<file path="src/rtl/bcu_pkg.sv">
package bcu_pkg;

  localparam int BCU_ADDR_W = 32;
  localparam int BCU_OFF_W  = 8;
  localparam int BCU_SEL_W  = 4;

  // Parity is not tracked by this unit; the parity pair sees this constant.
  localparam logic BCU_PARITY_TIE = 1'b0;

  typedef enum logic [BCU_SEL_W-1:0] {
    SEL_OVF  = 4'h0, SEL_NOVF = 4'h1,
    SEL_BLO  = 4'h2, SEL_AEQ  = 4'h3,
    SEL_EQ   = 4'h4, SEL_NEQ  = 4'h5,
    SEL_BLE  = 4'h6, SEL_ABV  = 4'h7,
    SEL_NEG  = 4'h8, SEL_POS  = 4'h9,
    SEL_PAR  = 4'hA, SEL_NPAR = 4'hB,
    SEL_LT   = 4'hC, SEL_GE   = 4'hD,
    SEL_LE   = 4'hE, SEL_GT   = 4'hF
  } cond_sel_e;

  typedef struct packed {
    logic cf;
    logic zf;
    logic sf;
    logic of;
  } flag_set_t;

endpackage

</file>
<file path="src/rtl/bcu_cond_eval.sv">
module bcu_cond_eval
  import bcu_pkg::*;
#(
  parameter int SEL_W = BCU_SEL_W
) (
  input  flag_set_t        flags,
  input  logic [SEL_W-1:0] sel,
  output logic             cond_true
);

  localparam int NUM_SEL  = 1 << SEL_W;
  localparam int NUM_BASE = NUM_SEL / 2;

  logic [NUM_BASE-1:0] base_test;
  logic [NUM_SEL-1:0]  sel_hit;
  logic                lt_signed;

  always_comb begin
    lt_signed    = flags.sf ^ flags.of;
    base_test    = '0;
    base_test[0] = flags.of;
    base_test[1] = flags.cf;
    base_test[2] = flags.zf;
    base_test[3] = flags.cf | flags.zf;
    base_test[4] = flags.sf;
    base_test[5] = BCU_PARITY_TIE;
    base_test[6] = lt_signed;
    base_test[7] = flags.zf | lt_signed;
  end

  // Each odd selector is the complement of its even partner.
  for (genvar c = 0; c < NUM_SEL; c++) begin : g_sel
    localparam logic INV = ((c % 2) == 1);
    assign sel_hit[c] = base_test[c/2] ^ INV;
  end

  assign cond_true = sel_hit[sel];

  always_comb begin
    if (sel == SEL_PAR)
      assert_parity_never_R6: assert (!cond_true)
        else $error("parity-set selector produced a taken result");
    if (sel == SEL_LT)
      assert_signed_lt_R7: assert (cond_true == (flags.sf != flags.of))
        else $error("signed-less result disagrees with sign/overflow");
    if (sel == SEL_BLO)
      assert_unsigned_below_R2: assert (cond_true == flags.cf)
        else $error("unsigned-below result disagrees with carry");
  end

endmodule

</file>
<file path="src/rtl/bcu_target_gen.sv">
module bcu_target_gen
  import bcu_pkg::*;
#(
  parameter int ADDR_W = BCU_ADDR_W,
  parameter int OFF_W  = BCU_OFF_W
) (
  input  logic [ADDR_W-1:0] next_pc,
  input  logic [OFF_W-1:0]  rel_off,
  input  logic [ADDR_W-1:0] jump_addr,
  input  logic              use_jump,
  input  logic              use_rel,
  output logic [ADDR_W-1:0] target
);

  localparam int EXT_W = ADDR_W - OFF_W;

  logic [ADDR_W-1:0] off_ext;
  logic [ADDR_W-1:0] rel_sum;

  always_comb begin
    off_ext = {{EXT_W{rel_off[OFF_W-1]}}, rel_off};
    rel_sum = next_pc + off_ext;   // wraps modulo 2^ADDR_W
    if (use_jump)
      target = jump_addr;
    else if (use_rel)
      target = rel_sum;
    else
      target = next_pc;
  end

endmodule

</file>
<file path="src/rtl/branch_resolve_unit.sv">
module branch_resolve_unit
  import bcu_pkg::*;
#(
  parameter int ADDR_W = BCU_ADDR_W,
  parameter int OFF_W  = BCU_OFF_W,
  parameter int SEL_W  = BCU_SEL_W
) (
  input  logic              flag_carry,
  input  logic              flag_zero,
  input  logic              flag_sign,
  input  logic              flag_ovf,
  input  logic [SEL_W-1:0]  cond_sel,
  input  logic              jump_en,
  input  logic [ADDR_W-1:0] next_pc,
  input  logic [OFF_W-1:0]  rel_off,
  input  logic [ADDR_W-1:0] jump_addr,
  output logic              taken,
  output logic [ADDR_W-1:0] target
);

  localparam int HI_W = ADDR_W - OFF_W + 1;

  flag_set_t         flags;
  logic              cond_true;
  logic              rel_go;
  logic [ADDR_W-1:0] delta;
  logic [HI_W-1:0]   delta_hi;

  assign flags = '{cf: flag_carry, zf: flag_zero, sf: flag_sign, of: flag_ovf};

  bcu_cond_eval #(.SEL_W(SEL_W)) u_cond (
    .flags     (flags),
    .sel       (cond_sel),
    .cond_true (cond_true)
  );

  assign rel_go = cond_true & ~jump_en;
  assign taken  = jump_en | cond_true;

  bcu_target_gen #(.ADDR_W(ADDR_W), .OFF_W(OFF_W)) u_tgt (
    .next_pc   (next_pc),
    .rel_off   (rel_off),
    .jump_addr (jump_addr),
    .use_jump  (jump_en),
    .use_rel   (rel_go),
    .target    (target)
  );

  always_comb begin
    delta    = target - next_pc;
    delta_hi = delta[ADDR_W-1:OFF_W-1];
    if (jump_en)
      assert_jump_dest_R11: assert (taken && (target == jump_addr))
        else $error("jump did not go to the absolute destination");
    if (!taken)
      assert_fallthrough_R10: assert (target == next_pc)
        else $error("untaken transfer moved the fetch address");
    if (taken && !jump_en)
      assert_short_reach_R9: assert ((&delta_hi) || !(|delta_hi))
        else $error("relative target outside byte displacement reach");
  end

endmodule

</file>
<file path="config.mk">
export PLATFORM = sky130hd
export DESIGN_NAME = branch_resolve_unit
export DESIGN_NICKNAME = d
export VERILOG_FILES = /design/src/rtl/bcu_pkg.sv /design/src/rtl/bcu_cond_eval.sv /design/src/rtl/bcu_target_gen.sv /design/src/rtl/branch_resolve_unit.sv
export SDC_FILE = /design/constraint.sdc
export NUM_CORES = 1
export LEC_CHECK = 0
export BUFFER_PORTS_ARGS = -buffer_cell sky130_fd_sc_hd__buf_4
export CORE_MARGIN = 2
export CORE_UTILIZATION = 50
export DETAILED_ROUTE_END_ITERATION = 12
export PLACE_DENSITY = 0.93
export SETUP_SLACK_MARGIN = 0.02
export SLEW_MARGIN = 15
export SYNTH_ARGS = -nofsm -noshare
export SYNTH_HDL_FRONTEND = slang
export SYNTH_SLANG_ARGS = --single-unit
</file>
<file path="constraint.sdc">
create_clock -name vclk -period 4.2
set_clock_uncertainty 0.2 [all_clocks]
set_input_delay 0.84 -clock vclk [all_inputs]
set_output_delay 0.84 -clock vclk [all_outputs]
set_load 0.005 [all_outputs]
</file>
==> results of run 1 <==
==> layer usage <==
layer,overflow,GRT usage [%]
met5,0,0
met4,1,66.87
met3,0,41.56
met2,2,89.69
met1,0,65.99
==> what timing repair did <==
action                     in CTS
setup buffers                   8
pin swaps                      17
resized for setup              57
setup endpoints to repair      16
==> cells by family after synthesis <==
logic type / count (synthesis)
simple gates: 117
compound gates: 152
buf+inv: 28
xor+xnor: 27
fa+ha+maj: 32
mux: 9
==> metrics by stage <==
step	TNS, ns	util (%)	area [um^2]	std cells
3_5_place_dp	-3.462	80.32	3769	583
2_1_floorplan	0	-	2409	365
4_1_cts	-0.9289	89.04	4178	591
3_3_place_gp	-2.514	80.32	3769	583
==> results.cfg, run 1 <==
[place]
portBuffers = 114
gp_congestion = 0.9126
dp_hpwl_um = 7354
dpl_worst_slack_ns = -0.4591

[grt]
grt_max_degree = 50
grt-ovfl-total = 3
grt_usage_pct = 65.92

[yosys]
yosysWarningCount = 0
yosys.area_share.simple_pct = 23.32
synth.area.mux_share_pct = 3.740
syn_area_per_cell_um2 = 6.599
synth_nets = 478
synth.largest_area_cell = ha_1
yosys-top-cells-area = ha_1 16%, a21oi_1 9.4%, o21ai_0 7.9%
synth_top_family_by_area = compound AO/OA/AOI/OAI gates
syn-cell-area_mm2 = 0.002409
yosysMostFrequentCell = nand2_1
synthAdderAreaFrac_pct = 16.94
synth_top_area_share_pct = 16.10
synth_compound_area_share_pct = 41.25
synth_cell_types = 58
synthXorXnorAreaFrac_pct = 9.818
syn-instance-count = 365
ys_seq_area_share_pct = 0
ys_top_cells_by_count = 46 x nand2_1, 45 x a21oi_1, 38 x o21ai_0, 31 x ha_1, 24 x nor2_1

[floorplan]
top_level_ports = 114
die_y_um = 73.41
initial_core_util_pct = 51.33
die_w_um = 73.41
rows = 25

[sta]
worst-ep-kind = top-level output
grt_worst_setup_endpoint = target[30]

[status]
outcome = did not finish
haltStage = 5_1_grt
toolErrorMsg = [ERROR GRT-0232] Routing congestion too high. Check the congestion heatmap in the GUI.

[cts]
cts-hold-fix-buffers = 0
==> inputs of run 2 (changes only) <==
--- a/config.mk
+++ b/config.mk
@@ -7,10 +7,9 @@
 export LEC_CHECK = 0
 export BUFFER_PORTS_ARGS = -buffer_cell sky130_fd_sc_hd__buf_4
 export CORE_MARGIN = 2
-export CORE_UTILIZATION = 50
+export CORE_UTILIZATION = 40
 export DETAILED_ROUTE_END_ITERATION = 12
-export PLACE_DENSITY = 0.93
-export SETUP_SLACK_MARGIN = 0.02
+export PLACE_DENSITY_LB_ADDON = 0.15
 export SLEW_MARGIN = 15
 export SYNTH_ARGS = -nofsm -noshare
 export SYNTH_HDL_FRONTEND = slang
==> results.cfg, run 2 <==
[critical_path]
required_ns = 3.16
worstSetupPathType = input pin to primary output
start_kind = input pin
arrival_ns = 3.38
cp_max_fo = 5
critPathCaptureType = primary output

[detailed_routing]
route.met2.wl_um = 5133
antenna_left = 0
drt-initial-drc-count = 84
wl_met3_um = 329
wl_um = 9493
highest_layer = met4
drt_first_pass_iters = 4
vias_per_cell = 5.561
wl_per_cell_um = 15.34
drc_errors = 0
vias = 3442
wl_met1_um = 3863

[yosys]
syn_area_per_cell_um2 = 6.599
ys_top_cells_by_count = 46 x nand2_1, 45 x a21oi_1, 38 x o21ai_0, 31 x ha_1, 24 x nor2_1
yosysWarningCount = 0
synth_cell_types = 58
synth_top_area_share_pct = 16.10
syn-cell-area_mm2 = 0.002409
ys_seq_area_share_pct = 0
syn-instance-count = 365
yosys-top-cells-area = ha_1 16%, a21oi_1 9.4%, o21ai_0 7.9%
synth_nets = 478
yosysMostFrequentCell = nand2_1
synth.largest_area_cell = ha_1

[sta]
tightest_slew_ns = 0.5990
max_freq_ghz = 0.2261
final_hold_viol_count = 0
slew_headroom_pct = 60.03
rsz0062_at_grt = yes
setup_viol = 5
fin_crit_sh_pct = 105.3
postLayoutSetupSlackWorst_ns = -0.2219
min_period_ns = 4.422
slew_viol_final = 0

[power_and_ir_drop]
ir_worst_vdd_mv = 0.1176
power.leakage_uw = 0.002037
power.total_uw = 739.5
p_per_area_mw_per_mm2 = 168.8

[finish]
mostFrequentLayoutCells = 187 x buf_4, 46 x nand2_1, 34 x a21oi_1
final_common_cell = buf_4
fill_cells = 454
clock_buffers = 0
drive_above_1_share_pct = 47.24
final_area_mm2 = 0.004380
syn_to_final_growth_pct = 81.87
seq_area_um2 = 0
nets = 659
design.seq.count = 0
antenna_cells = 0

[min_path]
hold_class = input pin to primary output
whs_endpoint = target[14]
hold_path_depth = 3
min_from = jump_addr[14]

[place]
gp_congestion = 0.9067
dp_hpwl_um = 7049
portBuffers = 114
placed_cell_area_mm2 = 0.003862
dpl_worst_slack_ns = -0.3796

[grt]
grt-ovfl-total = 0
grt_usage_pct = 25.85
grt_pass1_vias = 3141
grt_first_pass_wirelength_um = 14050
antenna_found_initial = 0
grt_max_degree = 28

[status]
violations = setup timing
outcome = complete, but fails checks

[cts]
cts-hold-fix-buffers = 0

[floorplan]
initial_core_util_pct = 40.92
die-area_mm2 = 0.006658
fp.coreArea_mm2 = 0.005886
die_w_um = 81.60
die_y_um = 81.60
top_level_ports = 114
rows = 28

[run]
cap_violations = 0
## run 2: cell counts after synthesis
No cell type changed its count.
## run 2: logic make-up (layout without fill, tap and decap cells)
| group | after synthesis | count (layout) | synth area share, % |
|---|---|---|---|
| buffers and inverters | 28 | 207 | 4.935 |
| adders and majority gates | 32 | 32 | 16.94 |
| xor gates and xnor gates | 27 | 27 | 9.818 |
| AOI/OAI and AO/OA | 152 | 152 | 41.25 |
| muxes | 9 | 9 | 3.740 |
| and+or+nand+nor | 117 | 117 | 23.33 |
## run 2: per-layer routing
| metal | vias to the layer above | GRT usage (%) |
|---|---|---|
| met5 | - | 0 |
| met4 | 0 | 4.333 |
| met3 | 16 | 0.4396 |
| met2 | 96 | 51.15 |
| met1 | 1601 | 31.26 |
| li1 | 1729 | - |
## run 2: worst max-delay path by stage
stage                    start          to  slack (ns)  cells after the start
floorplan           next_pc[0]  target[26]        0.06                     11
global placement    next_pc[0]  target[26]       -0.31                     13
detailed placement  next_pc[0]  target[26]       -0.38                     13
CTS                 rel_off[0]  target[30]       -0.27                     14
global route        rel_off[7]  target[30]       -0.38                     13
finish              rel_off[7]  target[30]       -0.22                     13
## run 2: report_power, final
group | switching, uW | internal (uW) | leakage, uW
sequential | 0 | 0 | 0
clock | 0 | 0 | 0
combinational | 348 | 392 | 0.00204
## run 2: timing repair
| item | in CTS | in global routing |
|---|---|---|
| setup buffers | 4 | 2 |
| resized for setup | 40 | 47 |
| pin swaps | 15 | 27 |
| setup endpoints to repair | 15 | 15 |
## run 2: area by class of cell
type	count	area, um^2	share of cell area (%)
Multi-Input combinational cell	337	2724	62.18
Inverter	10	37.54	0.8569
Timing Repair Buffer	197	1525	34.82
Tap cell	75	93.84	2.142
## run 2: metrics by stage
step	std cells	utilization (%)	hold WS [ns]	setup TNS [ns]
after floorplan	365	-	1.579	0
after global placement	613	65.63	1.745	-2.781
after detailed placement	613	65.63	1.746	-3.426
after CTS	617	69.98	1.750	-1.347
after global routing	619	74.43	1.772	-1.773
final	619	74.43	1.747	-0.5678
## run 2: worst max-delay path, stage by stage
cell       delay [ns]
buf_12           0.12
ha_4             0.27
a211oi_2         0.06
o21bai_2         0.21
buf_4            0.16
o21ai_4          0.05
or4_4            0.53
a2111oi_4        0.32
o31a_1           0.20
o21ai_2          0.08
a211o_1          0.26
o22a_1           0.15
buf_4            0.13
Power figures use the tool's default switching activity.
